===== src/rtl/lut_cell_pkg.sv =====
package lut_cell_pkg;
  localparam int unsigned F_K    = 4;
  localparam int unsigned G_K    = 4;
  localparam int unsigned H_K    = 3;
  localparam int unsigned F_BITS = 1 << F_K;
  localparam int unsigned G_BITS = 1 << G_K;
  localparam int unsigned H_BITS = 1 << H_K;

  typedef enum logic [1:0] {
    SRC_F   = 2'd0,
    SRC_G   = 2'd1,
    SRC_H   = 2'd2,
    SRC_DIN = 2'd3
  } store_src_e;

  typedef struct packed {
    store_src_e src;
    logic       latch;
    logic       ce_use;
  } store_cfg_t;

  typedef struct packed {
    logic [F_BITS-1:0] f_tt;
    logic [G_BITS-1:0] g_tt;
    logic [H_BITS-1:0] h_tt;
    logic              h_b_from_f;
    logic              h_a_from_g;
    logic              x_from_h;
    logic              y_from_h;
    store_cfg_t        xq;
    store_cfg_t        yq;
  } cell_cfg_t;

  localparam int unsigned CFG_W = $bits(cell_cfg_t);
endpackage


===== src/rtl/lut_cell_lut.sv =====
module lut_cell_lut #(
  parameter int unsigned K = 4
) (
  input  logic [(1<<K)-1:0] tt_i,
  input  logic [K-1:0]      idx_i,
  output logic              o_o
);
  assign o_o = tt_i[idx_i];
endmodule


===== src/rtl/lut_cell_cfg.sv =====
module lut_cell_cfg #(
  parameter int unsigned W = 52
) (
  input  logic         clk_i,
  input  logic         rst_ni,
  input  logic         mode_i,
  input  logic         shift_i,
  input  logic         data_i,
  output logic [W-1:0] cfg_o
);
  logic [W-1:0] cfg_q;

  always_ff @(posedge clk_i or negedge rst_ni) begin
    if (!rst_ni)               cfg_q <= '0;
    else if (mode_i && shift_i) cfg_q <= {cfg_q[W-2:0], data_i};
  end

  assign cfg_o = cfg_q;

  // word frozen outside config mode
  a_r8_cfg_frozen: assert property (@(posedge clk_i) disable iff (!rst_ni)
    !mode_i |=> $stable(cfg_q));
endmodule


===== src/rtl/lut_cell_store.sv =====
module lut_cell_store
  import lut_cell_pkg::*;
(
  input  logic       clk_i,
  input  logic       rst_ni,
  input  logic       gsr_i,
  input  logic       hold_i,
  input  logic       ce_i,
  input  store_cfg_t cfg_i,
  input  logic       f_i,
  input  logic       g_i,
  input  logic       h_i,
  input  logic       din_i,
  output logic       q_o
);
  logic d, en, q_r;

  always_comb begin
    unique case (cfg_i.src)
      SRC_F:   d = f_i;
      SRC_G:   d = g_i;
      SRC_H:   d = h_i;
      default: d = din_i;
    endcase
  end

  assign en = !hold_i && (ce_i || !cfg_i.ce_use);

  always_ff @(posedge clk_i or negedge rst_ni) begin
    if (!rst_ni)    q_r <= 1'b0;
    else if (gsr_i) q_r <= 1'b0;
    else if (en)    q_r <= d;
  end

  // latch mode: transparent while gate open
  assign q_o = (cfg_i.latch && en && !gsr_i) ? d : q_r;

  a_r5_hold_when_disabled: assert property (@(posedge clk_i) disable iff (!rst_ni)
    (!en && !gsr_i) |=> $stable(q_r));
  a_r7_gsr_clears: assert property (@(posedge clk_i) disable iff (!rst_ni)
    gsr_i |=> (q_r == 1'b0));
endmodule


===== src/rtl/lut_cell.sv =====
module lut_cell
  import lut_cell_pkg::*;
(
  input  logic           clk_i,
  input  logic           rst_ni,
  input  logic           cfg_mode_i,
  input  logic           cfg_shift_i,
  input  logic           cfg_data_i,
  input  logic           gsr_i,
  input  logic [F_K-1:0] f_i,
  input  logic [G_K-1:0] g_i,
  input  logic           h0_i,
  input  logic           h1_i,
  input  logic           h2_i,
  input  logic           din_i,
  input  logic           ce_i,
  output logic           x_o,
  output logic           y_o,
  output logic           xq_o,
  output logic           yq_o
);
  logic [CFG_W-1:0] cfg_vec;
  cell_cfg_t        cfg;
  logic             f_out, g_out, h_out, h_b, h_a;
  logic             xq_raw, yq_raw;

  lut_cell_cfg #(.W(CFG_W)) i_cfg (
    .clk_i, .rst_ni, .mode_i(cfg_mode_i), .shift_i(cfg_shift_i),
    .data_i(cfg_data_i), .cfg_o(cfg_vec)
  );
  assign cfg = cell_cfg_t'(cfg_vec);

  lut_cell_lut #(.K(F_K)) i_lut_f (.tt_i(cfg.f_tt), .idx_i(f_i), .o_o(f_out));
  lut_cell_lut #(.K(G_K)) i_lut_g (.tt_i(cfg.g_tt), .idx_i(g_i), .o_o(g_out));

  assign h_b = cfg.h_b_from_f ? f_out : h2_i;
  assign h_a = cfg.h_a_from_g ? g_out : h0_i;
  lut_cell_lut #(.K(H_K)) i_lut_h (.tt_i(cfg.h_tt), .idx_i({h1_i, h_b, h_a}), .o_o(h_out));

  lut_cell_store i_store_x (
    .clk_i, .rst_ni, .gsr_i, .hold_i(cfg_mode_i), .ce_i, .cfg_i(cfg.xq),
    .f_i(f_out), .g_i(g_out), .h_i(h_out), .din_i, .q_o(xq_raw)
  );
  lut_cell_store i_store_y (
    .clk_i, .rst_ni, .gsr_i, .hold_i(cfg_mode_i), .ce_i, .cfg_i(cfg.yq),
    .f_i(f_out), .g_i(g_out), .h_i(h_out), .din_i, .q_o(yq_raw)
  );

  assign x_o  = !cfg_mode_i && (cfg.x_from_h ? h_out : f_out);
  assign y_o  = !cfg_mode_i && (cfg.y_from_h ? h_out : g_out);
  assign xq_o = !cfg_mode_i && xq_raw;
  assign yq_o = !cfg_mode_i && yq_raw;

  a_r9_cfg_quiet: assert property (@(posedge clk_i) disable iff (!rst_ni)
    cfg_mode_i |-> ({x_o, y_o, xq_o, yq_o} == 4'b0));
  a_r3_x_from_f: assert property (@(posedge clk_i) disable iff (!rst_ni)
    (!cfg_mode_i && !cfg.x_from_h) |-> (x_o == f_out));
  a_r3_y_from_g: assert property (@(posedge clk_i) disable iff (!rst_ni)
    (!cfg_mode_i && !cfg.y_from_h) |-> (y_o == g_out));
endmodule


===== config.mk =====
export PLATFORM = sky130hd
export DESIGN_NAME = lut_cell
export DESIGN_NICKNAME = d
export VERILOG_FILES = /design/src/rtl/lut_cell_pkg.sv /design/src/rtl/lut_cell_lut.sv /design/src/rtl/lut_cell_cfg.sv /design/src/rtl/lut_cell_store.sv /design/src/rtl/lut_cell.sv
export SDC_FILE = /design/constraint.sdc
export NUM_CORES = 1
export LEC_CHECK = 0
export BUFFER_PORTS_ARGS = -buffer_cell sky130_fd_sc_hd__buf_4
export CAP_MARGIN = 20
export CORE_MARGIN = 3
export CORE_UTILIZATION = 50
export CTS_BUF_LIST = sky130_fd_sc_hd__clkbuf_8
export DETAILED_ROUTE_END_ITERATION = 10
export PLACE_DENSITY = 0.71
export SLEW_MARGIN = 20
export SYNTH_ARGS = -nofsm -noshare
export SYNTH_HDL_FRONTEND = slang
export SYNTH_SLANG_ARGS = --single-unit

===== constraint.sdc =====
create_clock -name clk_i -period 2.55 [get_ports clk_i]
set_input_delay 0 -clock clk_i [delete_from_list [all_inputs] [get_ports clk_i]]
set_output_delay 0 -clock clk_i [all_outputs]
set_load 0.02 [all_outputs]

[After elaboration in Yosys (flattened, before gate mapping)]
Cells that the tools add are included.
Operators by class
  order comparisons: 3
  equal/unequal tests: 4
  muxes and demuxes: 18
  reduce and logical (&&, ||, !) cells: 21
Operator list (count)
  2-to-1 mux 1 bit: 13
  logical AND 1 bit: 11
  less-than comparator 4 x 5 -> 1 bit (second input constant): 2
  binary-select mux 1 bit (select 4 bit): 2
  one-hot mux 1 bit (3 select lines): 2
  equality test 2 x 1 -> 1 bit (second input constant): 2
  equality test 2 bit (second input constant): 2
  logical NOT 1 bit: 4
  logical NOT 2 bit: 2
  less-than comparator 3 x 4 -> 1 bit (second input constant): 1
  nonzero test 2 bit: 2
  binary-select mux 1 bit (select 3 bit): 1
  logical OR 1 bit: 2
Storage, ports and cells
  bits in registers: 54
  output and inout bits: 4
  word-level logic and storage cells: 49

[Depth between registers and ports, before layout]
Gate-level depths: netlist (run 1).
  depth after elaboration: 8
  mapped depth: 8

[Hierarchy]
From an unflattened synthesis (run 1), not the netlist that was laid out.
Unflattened totals
  cell total of the unflattened synthesis: 151
  area total of the unflattened synthesis: 2566.2 µm²
By module, submodules not included
  lut_cell_cfg: instances 1, cells each 110, area each 1969.4 µm², seq. area each 1301.2 µm²
  lut_cell_lut (i_lut_f ...): instances 2, cells each 7, area each 135.1 µm², seq. area each 0.0 µm²
  lut_cell_store: instances 2, cells each 8, area each 96.3 µm², seq. area each 25.0 µm²
  lut_cell: instances 1, cells each 8, area each 70.1 µm², seq. area each 0.0 µm²
  lut_cell_lut (i_lut_h): instances 1, cells each 3, area each 63.8 µm², seq. area each 0.0 µm²

[Worst setup path after synthesis (run 1)]
Ideal clock, no wire load.
  kind: register to register
  start point: register i_cfg.cfg_q[43], in the netlist i_cfg.cfg_o[43]
  end point: register i_store_x.q_r
  setup time: 122 ps
  data arrival time: 2269 ps
  setup slack: 160 ps
  cell stages (with the launch flop): 8
  buffers on the path: 0
  clock period less this slack: 2390 ps
  cells stage by stage: dfrtp_1 > mux4_2 > mux2_2 > a311oi_1 > a31oi_1 > a22o_1 > or3b_1 > a32o_1
On the way
  word-level cells in the longest chain between the ends: 8
Ends and longest elaborated chain
  start, declared: RTL line lut_cell_cfg.sv:11  | logic [W-1:0] cfg_q;
  start signal, assigned: RTL line lut_cell_cfg.sv:15  | else if (mode_i && shift_i) cfg_q <= {cfg_q[W-2:0], data_i};
  binary-select mux 1 bit (select 4 bit) *: RTL line lut_cell_lut.sv:8  | assign o_o = tt_i[idx_i];
  2-to-1 mux 1 bit (implied by the code) *: RTL line lut_cell_lut.sv:8
  2-to-1 mux 1 bit: RTL line lut_cell.sv:36  | assign h_b = cfg.h_b_from_f ? f_out : h2_i;
  binary-select mux 1 bit (select 3 bit): RTL line lut_cell_lut.sv:8
  2-to-1 mux 1 bit (implied by the code): RTL line lut_cell_lut.sv:8
  one-hot mux 1 bit (3 select lines) *: RTL line lut_cell_store.sv:19  | unique case (cfg_i.src)
  2-to-1 mux 1 bit *: RTL line lut_cell_store.sv:32  | else if (en) q_r <= d;
  2-to-1 mux 1 bit *: RTL line lut_cell_store.sv:31  | else if (gsr_i) q_r <= 1'b0;
  end signal, assigned: RTL line lut_cell_store.sv:30  | if (!rst_ni) q_r <= 1'b0;
  end signal, assigned: RTL line lut_cell_store.sv:31
  end signal, assigned: RTL line lut_cell_store.sv:32
  end, declared: RTL line lut_cell_store.sv:16  | logic d, en, q_r;
Every way passes the cells marked *; elsewhere a longest branch is shown, timed or not. The select of a mux whose other input is x is not followed.
A chain may end at the register's enable or synchronous reset.

[Worst setup path in the final report (run 1)]
  start point: register i_cfg.cfg_q[50], in the netlist i_cfg.cfg_o[50]
  end point: output xq_o
On the way
  word-level cells in the longest chain between the ends: 8
Ends and longest elaborated chain
  binary-select mux 1 bit (select 4 bit) *: RTL line lut_cell_lut.sv:8
  2-to-1 mux 1 bit (implied by the code) *: RTL line lut_cell_lut.sv:8
  2-to-1 mux 1 bit: RTL line lut_cell.sv:36
  binary-select mux 1 bit (select 3 bit): RTL line lut_cell_lut.sv:8
  2-to-1 mux 1 bit (implied by the code): RTL line lut_cell_lut.sv:8
  one-hot mux 1 bit (3 select lines) *: RTL line lut_cell_store.sv:19
  2-to-1 mux 1 bit *: RTL line lut_cell_store.sv:36  | assign q_o = (cfg_i.latch && en && !gsr_i) ? d : q_r;
  logical AND 1 bit *: RTL line lut_cell.sv:51  | assign xq_o = !cfg_mode_i && xq_raw;
  end, declared: RTL line lut_cell.sv:19  | output logic xq_o,
Marked as above.

==> flow_summary.yaml, run 1 <==
routing:
  drt-pass1-iter-count: 4
  drc: 0
  routed_wirelength_mm: 5.03
  detailroute.via_count: 1747
  avgRoutedWirePerCell_um: 16.5
  antenna_left: 0
  detail_route.vias_per_cell: 5.73
  iteration_0_drc_count_of_the_detailed_router: 101
clock_network:
  tritoncts: "done"
  cts_root_buffer: "sky130_fd_sc_hd__clkbuf_8"
  clk_slew_on_worst_s_h_paths_ns: 0.09
  cts_sinks: 54
  max_clock_buf_depth: 2
  clkLatencyLatePin_ns: 0.30
  cts_buffers: 5
  clock_tree.htree_level_count: 2
critical_path:
  critical_path_arrival_ns: 2.86
  criticalPathCategory: "flop to output port"
  path_buf_inv: 1
  worst_path_dominant_cell_family: "compound AO/OA/AOI/OAI gates"
  slowest_delay_ns: 0.49
  critical_path.slowest_cell: "sky130_fd_sc_hd__mux4_2"
  start_kind: "flop"
  critPathRequiredTime_ns: 2.55
  path_cells: "mux4_2 > a32o_2 > a311oi_2 > a31oi_1 > a22o_1 > or3b_4 > a32o_1 > buf_6"
  critical_path.endpoint_type: "output port"
  path_max_fanout: 3
synthesis:
  avgSynthCellArea_um2: 13.2
  synth_fp_nets: 218
  syn_inst: 199
  count_of_flip_flops_with_a_built_in_enable_after_synthesis: 0
  synth_ff_type: "sky130_fd_sc_hd__dfrtp_1"
  yosysWarningCount: 0
  ff_latch_count_synth: 54
  ys_async_sr_fraction_pct: 100
  post_synth_num_cell_types: 34
  mappedNetlistArea_um2: 2640
  yosysSeqAreaShare_pct: 51.3
outcome:
  outcome: "finished with violations"
  violations: "setup timing"
finish:
  final_nets: 256
  insertedDiodeCount: 0
  final_core_util_pct: 63.3
  drive_gt1_share_pct: 41.2
  post_layout_nonfiller_instances: 305
  areaGrowthSynthToFinish_pct: 17.9
grt:
  grt_first_pass_wirelength_mm: 8.60
  number_of_antenna_violations_at_the_first_check_in_global_routing: 0
  vias_in_the_first_global_route: 1811
  gr-total-overflow: 0
  grt_max_degree: 55
  grt_use_total_pct: 17.5
timing:
  maxClockFrequency_mhz: 350
  final_cycle_utilization_of_the_critical_path_pct: 112
  final_period_minus_worst_setup_slack_ns: 2.86
  tightestPinTransition_ns: 0.662
  slew-limit-headroom_pct: 55.9
  rsz0062_at_grt: "yes"
  report.final.setup_viol: 4
  fin_hold_ws_ns: 0.0922
  timing.final.ws_setup_ns: -0.307
  finClkSkew_ns: 0.00547
  timing_hold_violations_final: 0
  timing_max_transition_violations_final: 0
floorplan:
  row_count: 25
  core_um2: 4910
  die_w_um: 78.6
  initial_utilization_pct: 53.7
  io_pins: 23
  die_footprint_um2: 6180
  dieHeight_um: 78.6
placed_design:
  buffer_ports.inserted: 22
  dp_hpwl_mm: 3.59
  gp_congestion: 0.777
  place_inst: 285
power:
  vdd_drop_max_v: 0.000373
  total_leakage_power_nw: 1.55
  power_per_cell_area_nw_per_um2: 681
flow_run:
  maxcap_viol_count: 0
min_path:
  holdCritPathClass: "primary input to flop"
timing repair:
item,4_1_cts,5_1_grt
pin swaps,9,3
setup endpoints to repair,6,6
gates cloned,0,0
gates resized for setup,7,1
hold buffers,2,0
endpoints found under the hold margin,55,0
buffers inserted,7,4
metrics by stage:
stage	setup slack (ns)	power, mW	cell area, um2	setup TNS [ns]
after detailed placement	-0.0722	1.63	2890	-0.170
after global routing	-0.441	2.24	3110	-1.52
after global placement	0.0533	1.59	2890	0
final	-0.307	2.12	3110	-0.850
after CTS	-0.292	2.12	3080	-0.748
after floorplan	0.160	1.44	2640	0
layout make-up:
type | count | area (um2)
Multi-Input combinational cell | 134 | 1260
Inverter | 3 | 11.3
Timing Repair Buffer | 39 | 309
Clock inverter | 2 | 8.76
Clock buffer | 6 | 82.6
Tap cell | 67 | 83.8
Fill cell | 376 | 1800
Sequential cell | 54 | 1350
where the power goes:
group | total, mW | switching, mW | internal [mW]
sequential | 1.13 | 0.131 | 0.995
combinational | 0.512 | 0.234 | 0.278
clock | 0.480 | 0.264 | 0.216
total | 2.12 | 0.628 | 1.49
worst min-delay path, cell delays in order:
cell and delay, ns:
sky130_fd_sc_hd__buf_4 0.11, sky130_fd_sc_hd__nor2b_1 0.05, sky130_fd_sc_hd__a32o_1 0.19
per-layer routing:
| metal | up-vias | track usage (%) | part of all wire (%) |
|---|---|---|---|
| li1 | 827 | - | - |
| met1 | 890 | 22.1 | 44 |
| met2 | 22 | 30.2 | 52 |
| met3 | 8 | 4.01 | 3.1 |
| met4 | 0 | 4.90 | 1.5 |
| met5 | - | 0 | 0 |
Yosys cell counts, types with 3 or more instances:
master | instances | area [um2]
sky130_fd_sc_hd__nand2b_1 | 4 | 25.0
sky130_fd_sc_hd__nor2b_1 | 10 | 62.6
sky130_fd_sc_hd__mux2i_1 | 14 | 140
sky130_fd_sc_hd__a32o_1 | 3 | 30.0
sky130_fd_sc_hd__mux4_2 | 4 | 90.1
sky130_fd_sc_hd__clkbuf_1 | 6 | 22.5
sky130_fd_sc_hd__nand2_1 | 8 | 30.0
sky130_fd_sc_hd__mux2_2 | 43 | 484
sky130_fd_sc_hd__inv_1 | 3 | 11.3
sky130_fd_sc_hd__mux2_1 | 9 | 101
sky130_fd_sc_hd__dfrtp_1 | 54 | 1350
sky130_fd_sc_hd__nor2_1 | 9 | 33.8
registers in the layout, indices dropped and copies added, names as in the netlist:
name,count
i_store_y.q_r,1
i_store_x.q_r,1
i_cfg.cfg_o,52
final timing paths:
| check | cells after the start | end | slack [ns] | from |
|---|---|---|---|---|
| min | 3 | i_store_x.q_r | 0.09 | gsr_i |
| max in group asynchronous | 2 | i_cfg.cfg_o[50] | 1.84 | rst_ni |
| min in group asynchronous | 2 | i_cfg.cfg_o[28] | 0.26 | rst_ni |
| max | 8 | xq_o | -0.31 | i_cfg.cfg_o[50] |
| max reg2reg | 7 | i_store_y.q_r | 0.04 | i_cfg.cfg_o[50] |
| min reg2reg | 1 | i_cfg.cfg_o[10] | 0.51 | i_cfg.cfg_o[10] |
cells by family (layout without fill, tap and decap cells):
kind of cell	Yosys count	after routing	share of synthesized area [%]
and+or+nand+nor	41	41	8.45
buffers and inverters	11	50	1.66
AOI/OAI and AO/OA	23	23	7.69
DFF	54	54	51.3
muxes	70	70	30.9
layout by cell type (no fill, tap or decap), drive strengths merged, types with 3 or more instances in the layout:
master and count:
mux4 4, mux2i 14, clkbuf 6, inv 4
a221oi 4, nor2b 10, buf 37, nor2 9
dfrtp 54, nand2b 4, o21ai 3, a32o 3
mux2 52, nand2 8
(Power assumes the default switching activity.)
==> run 2, diff against run 1 <==
- GPL_TIMING_DRIVEN: default -> 0
==> run 2 against run 1 <==
Effect of this change: the flow still finishes with violations (setup timing); combinational power grew 0.8%; wire length increased by 1.7%; final cell count grew 0.33%; total power grew 4.8%; die area unchanged; count of clock-buffer cells in the layout shrank 1; clock power up 21%; via count fell by 1.1%; first-iteration DRC count is 7.9% lower; final area hardly changed; hold slack got worse by 0.027 ns; sequential share of layout area hardly changed; highest routed layer unchanged.
==> flow_summary.yaml, run 2 (synthesis results as in run 1) <==
outcome:
  outcome: "finished with violations"
  violations: "setup timing"
floorplan:
  die_w_um: 78.6
  initial_utilization_pct: 53.7
  die_footprint_um2: 6180
  row_count: 25
  dieHeight_um: 78.6
  core_um2: 4910
  io_pins: 23
clock_network:
  max_clock_buf_depth: 2
  cts_root_buffer: "sky130_fd_sc_hd__clkbuf_8"
  cts_buffers: 5
  clkLatencyLatePin_ns: 0.31
  cts_sinks: 54
  tritoncts: "done"
  clk_slew_on_worst_s_h_paths_ns: 0.10
  clock_tree.htree_level_count: 2
critical_path:
  critical_path_arrival_ns: 2.89
  criticalPathCategory: "flop to output port"
  critPathRequiredTime_ns: 2.55
  critical_path.endpoint_type: "output port"
  start_kind: "flop"
  path_max_fanout: 4
finish:
  post_layout_nonfiller_instances: 306
  most-common-layout-cells: "sky130_fd_sc_hd__dfrtp_1 (54), sky130_fd_sc_hd__mux2_2 (42), sky130_fd_sc_hd__buf_4 (27), sky130_fd_sc_hd__mux2i_1 (14), sky130_fd_sc_hd__nor2b_1 (10)"
  number_of_flip_flops_in_the_largest_register: 52
  layout.cell_area.non_filler_um2: 3110
  drive_gt1_share_pct: 39.7
  mostFrequentLayoutCell: "sky130_fd_sc_hd__dfrtp_1"
  fillCellCount: 381
  insertedDiodeCount: 0
  final_nets: 257
  areaGrowthSynthToFinish_pct: 18.0
routing:
  antenna_left: 0
  detailroute.via_count: 1728
  routed_wirelength_mm: 5.11
  iteration_0_drc_count_of_the_detailed_router: 93
  drc: 0
  avgRoutedWirePerCell_um: 16.7
  drt-pass1-iter-count: 4
  detail_route.vias_per_cell: 5.65
timing:
  final_period_minus_worst_setup_slack_ns: 2.89
  rsz0062_at_grt: "yes"
  slew-limit-headroom_pct: 54.6
  timing.final.ws_setup_ns: -0.337
  tightestPinTransition_ns: 0.681
  timing_max_transition_violations_final: 0
  maxClockFrequency_mhz: 346
  report.final.setup_viol: 4
  finClkSkew_ns: 0.00968
  timing_hold_violations_final: 0
  final_cycle_utilization_of_the_critical_path_pct: 113
grt:
  vias_in_the_first_global_route: 1865
  grt_use_total_pct: 18.4
  grt_first_pass_wirelength_mm: 8.87
  number_of_antenna_violations_at_the_first_check_in_global_routing: 0
  gr-total-overflow: 0
  grt_max_degree: 55
power:
  total_power_mw: 2.22
  vdd_drop_max_v: 0.000446
  power_per_cell_area_nw_per_um2: 714
  total_leakage_power_nw: 1.54
flow_run:
  maxcap_viol_count: 0
placed_design:
  gp_congestion: 0.804
  dp_hpwl_mm: 3.61
  buffer_ports.inserted: 19
  placed_area_um2: 2860
  place_inst: 285
  pre_cts_setup_slack_ns: -0.124
min_path:
  holdCritPathClass: "primary input to flop"
run 2: changes by cell type in the layout (fill, tap and decap cells not counted), sizes merged:
cell and delta:
bufinv +1, clkbuf +5, buf -5
run 2: area by class of cell:
class / instances / area (um2) / share of cell area (%)
plain buffers: 8 / 32.5 / 1.05
clock buffers: 5 / 68.8 / 2.21
clock inverters: 3 / 43.8 / 1.41
inverters: 3 / 11.3 / 0.362
multi-input cells: 134 / 1260 / 40.6
flip-flops and latches: 54 / 1350 / 43.4
well taps: 67 / 83.8 / 2.70
repair buffers: 32 / 256 / 8.25
run 2: final timing paths:
| path | end | slack [ns] | depth (start not counted) | start |
|---|---|---|---|---|
| max in group asynchronous | i_cfg.cfg_o[18] | 1.83 | 2 | rst_ni |
| setup reg to reg | i_store_x.q_r | 0.04 | 7 | i_cfg.cfg_o[42] |
| min in group asynchronous | i_cfg.cfg_o[28] | 0.25 | 2 | rst_ni |
| hold reg to reg | i_cfg.cfg_o[10] | 0.51 | 1 | i_cfg.cfg_o[10] |
| setup / recovery | xq_o | -0.34 | 8 | i_cfg.cfg_o[42] |
| hold / removal | i_store_x.q_r | 0.07 | 3 | gsr_i |
run 2: metrics by stage:
stage	utilization (%)	hold slack [ns]	TNS, ns
finish	63.3	0.0654	-0.963
global placement	58.3	0.0580	-0.234
floorplan	-	-0.296	0
global route	63.3	0.0668	-1.35
detailed placement	58.3	0.0800	-0.395
CTS	63.1	0.0610	-0.957
run 2: critical path: stages, from the launching register on:
cell	delay (ns)
sky130_fd_sc_hd__dfrtp_1	0.41
sky130_fd_sc_hd__mux4_2	0.49
sky130_fd_sc_hd__mux2_4	0.30
sky130_fd_sc_hd__a311oi_2	0.22
sky130_fd_sc_hd__a31oi_1	0.06
sky130_fd_sc_hd__a22o_2	0.30
sky130_fd_sc_hd__or3b_4	0.41
sky130_fd_sc_hd__a32o_1	0.25
sky130_fd_sc_hd__buf_6	0.13
run 2: repair_timing:
action / CTS / global route
setup buffers: 11 / 0
resized for setup: 6 / 4
hold endpoints to repair: 55 / 0
setup endpoints to repair: 6 / 6
pin swaps: 8 / 3
hold buffers: 2 / 0
run 2: per-layer routing:
| metal | up-vias | track usage, % | wire (um) |
|---|---|---|---|
| li1 | 813 | - | - |
| met1 | 876 | 22.4 | 2210 |
| met2 | 27 | 31.6 | 2620 |
| met3 | 12 | 4.59 | 164 |
| met4 | 0 | 6.64 | 116 |
| met5 | - | 0 | 0 |
run 2: power breakdown:
group          internal, mW  total, mW  switching [mW]
Combinational         0.283      0.516           0.232
Clock                 0.295      0.583           0.288
Sequential            0.995       1.12           0.126
==> run 3, diff against run 2 <==
- PLACE_DENSITY: 0.71 -> 0.69
- clock period: 2.55 -> 3.65 ns (I/O delays scaled with it)
==> run 3 against run 2 <==
Effect of this change: the flow now finishes without violations; die area unchanged; combinational power down 36%; flip-flop and latch count stayed put; setup slack improved by 1.0 ns; final area shrank 2.7%; clock skew fell by 0.0035 ns; first-iteration DRC count increased by 6.5%; via count shrank 2.9%; wire length is 3.4% lower; total power fell by 28%; critical path type unchanged; sequential power fell by 30%; final cell count down 3.6%.
==> flow_summary.yaml, run 3 (synthesis results as in run 1) <==
power:
  vdd_drop_max_v: 0.000312
  power_per_cell_area_nw_per_um2: 526
  total_leakage_power_nw: 1.48
timing:
  maxClockFrequency_mhz: 339
  timing_max_transition_violations_final: 0
  finClkSkew_ns: 0.00614
  final_period_minus_worst_setup_slack_ns: 2.95
  tightestPinTransition_ns: 0.670
  slew-limit-headroom_pct: 55.3
  report.final.setup_viol: 0
  fin_tns_setup_ns: 0
  final_cycle_utilization_of_the_critical_path_pct: 80.9
  timing_hold_violations_final: 0
  rsz0062_at_grt: "no"
  fin_hold_ws_ns: 0.0883
  timing.final.ws_setup_ns: 0.698
critical_path:
  criticalPathCategory: "flop to output port"
  critical_path.endpoint_type: "output port"
  setup.reg_to_reg.worst_slack_ns: 1.06
  path_max_fanout: 4
  critical_path_arrival_ns: 2.95
  start_kind: "flop"
  critPathRequiredTime_ns: 3.65
finish:
  drive_gt1_share_pct: 34.2
  layout.cell_area.non_filler_um2: 3030
  ff_latch_area_um2: 1350
  number_of_flip_flops_in_the_largest_register: 52
  most-common-layout-cells: "sky130_fd_sc_hd__dfrtp_1 (54), sky130_fd_sc_hd__mux2_2 (43), sky130_fd_sc_hd__buf_4 (19), sky130_fd_sc_hd__mux2i_1 (14), sky130_fd_sc_hd__nor2b_1 (10)"
  areaGrowthSynthToFinish_pct: 14.8
  multi_input_gate_area_in_the_final_layout_um2: 1240
  final_core_util_pct: 61.6
  mostFrequentLayoutCell: "sky130_fd_sc_hd__dfrtp_1"
  insertedDiodeCount: 0
  final_nets: 246
  fillCellCount: 391
floorplan:
  die_w_um: 78.6
  core_um2: 4910
  die_footprint_um2: 6180
  row_count: 25
  io_pins: 23
  dieHeight_um: 78.6
  initial_utilization_pct: 53.7
grt:
  vias_in_the_first_global_route: 1825
  gr-total-overflow: 0
  grt_first_pass_wirelength_mm: 8.43
  number_of_antenna_violations_at_the_first_check_in_global_routing: 0
  grt_use_total_pct: 17.2
  grt_max_degree: 55
placed_design:
  buffer_ports.inserted: 19
  pre_cts_setup_slack_ns: 1.02
  placed_area_um2: 2860
  gp_congestion: 0.785
  dp_hpwl_mm: 3.64
clock_network:
  clock_tree.htree_level_count: 2
  clkLatencyLatePin_ns: 0.30
  cts_buffers: 5
  cts_setup_buffers: 0
  clk_slew_on_worst_s_h_paths_ns: 0.09
  max_clock_buf_depth: 2
  tritoncts: "done"
  cts_root_buffer: "sky130_fd_sc_hd__clkbuf_8"
  cts_sinks: 54
  cts_repair_resize_count: 0
routing:
  drt-pass1-iter-count: 4
  detail_route.vias_per_cell: 5.69
  detailroute.via_count: 1678
  drc: 0
  routed_wirelength_mm: 4.94
  antenna_left: 0
  avgRoutedWirePerCell_um: 16.7
  iteration_0_drc_count_of_the_detailed_router: 99
min_path:
  holdCritPathClass: "primary input to flop"
outcome:
  outcome: "completed"
flow_run:
  maxcap_viol_count: 0
-- run 3: final cells by class --
cell class	count	area share (%)
clock inverters	2	1.99
clock buffers	6	2.73
plain buffers	8	1.08
multi-input cells	134	41.0
inverters	3	0.372
well taps	67	2.77
repair buffers	21	5.38
flip-flops and latches	54	44.7
-- run 3: timing repair --
action,in CTS,in global routing
endpoints found under the hold margin,55,0
hold buffers,2,0
endpoints found under the setup margin,0,0
-- run 3: per-layer routing --
metal | track usage, % | wire length [um] | vias to the layer above
li1 | - | - | 797
met1 | 21.8 | 2180 | 850
met2 | 29.8 | 2550 | 27
met3 | 4.01 | 181 | 4
met4 | 3.85 | 29 | 0
met5 | 0 | 0 | -
-- run 3: power breakdown --
group	total (mW)	leakage [nW]	internal, mW	switching [mW]
Sequential	0.782	0.728	0.695	0.0868
Combinational	0.329	0.677	0.175	0.154
Clock	0.481	0.0714	0.292	0.188
-- run 3: worst paths after layout --
| kind | start | to | depth (start not counted) |
|---|---|---|---|
| min in group asynchronous | rst_ni | i_cfg.cfg_o[28] | 2 |
| hold reg to reg | i_cfg.cfg_o[10] | i_cfg.cfg_o[10] | 1 |
| hold / removal | gsr_i | i_store_x.q_r | 3 |
| setup reg to reg | i_cfg.cfg_o[39] | i_store_y.q_r | 7 |
| max in group asynchronous | rst_ni | i_cfg.cfg_o[44] | 2 |
| setup / recovery | i_cfg.cfg_o[39] | yq_o | 8 |
-- run 3: critical path: stages, from the launching register on --
cell,delay (ns)
sky130_fd_sc_hd__dfrtp_1,0.42
sky130_fd_sc_hd__mux4_2,0.46
sky130_fd_sc_hd__mux2_2,0.30
sky130_fd_sc_hd__a311oi_1,0.29
sky130_fd_sc_hd__a31oi_1,0.07
sky130_fd_sc_hd__a22o_1,0.31
sky130_fd_sc_hd__or3b_1,0.42
sky130_fd_sc_hd__a41o_1,0.23
sky130_fd_sc_hd__buf_4,0.15
-- run 3: stage by stage --
| step | std cells | total power, mW |
|---|---|---|
| after global routing | 295 | 1.69 |
| after floorplan | 199 | 1.01 |
| after global placement | 285 | 1.10 |
| after CTS | 295 | 1.61 |
| after detailed placement | 285 | 1.12 |
| final | 295 | 1.59 |
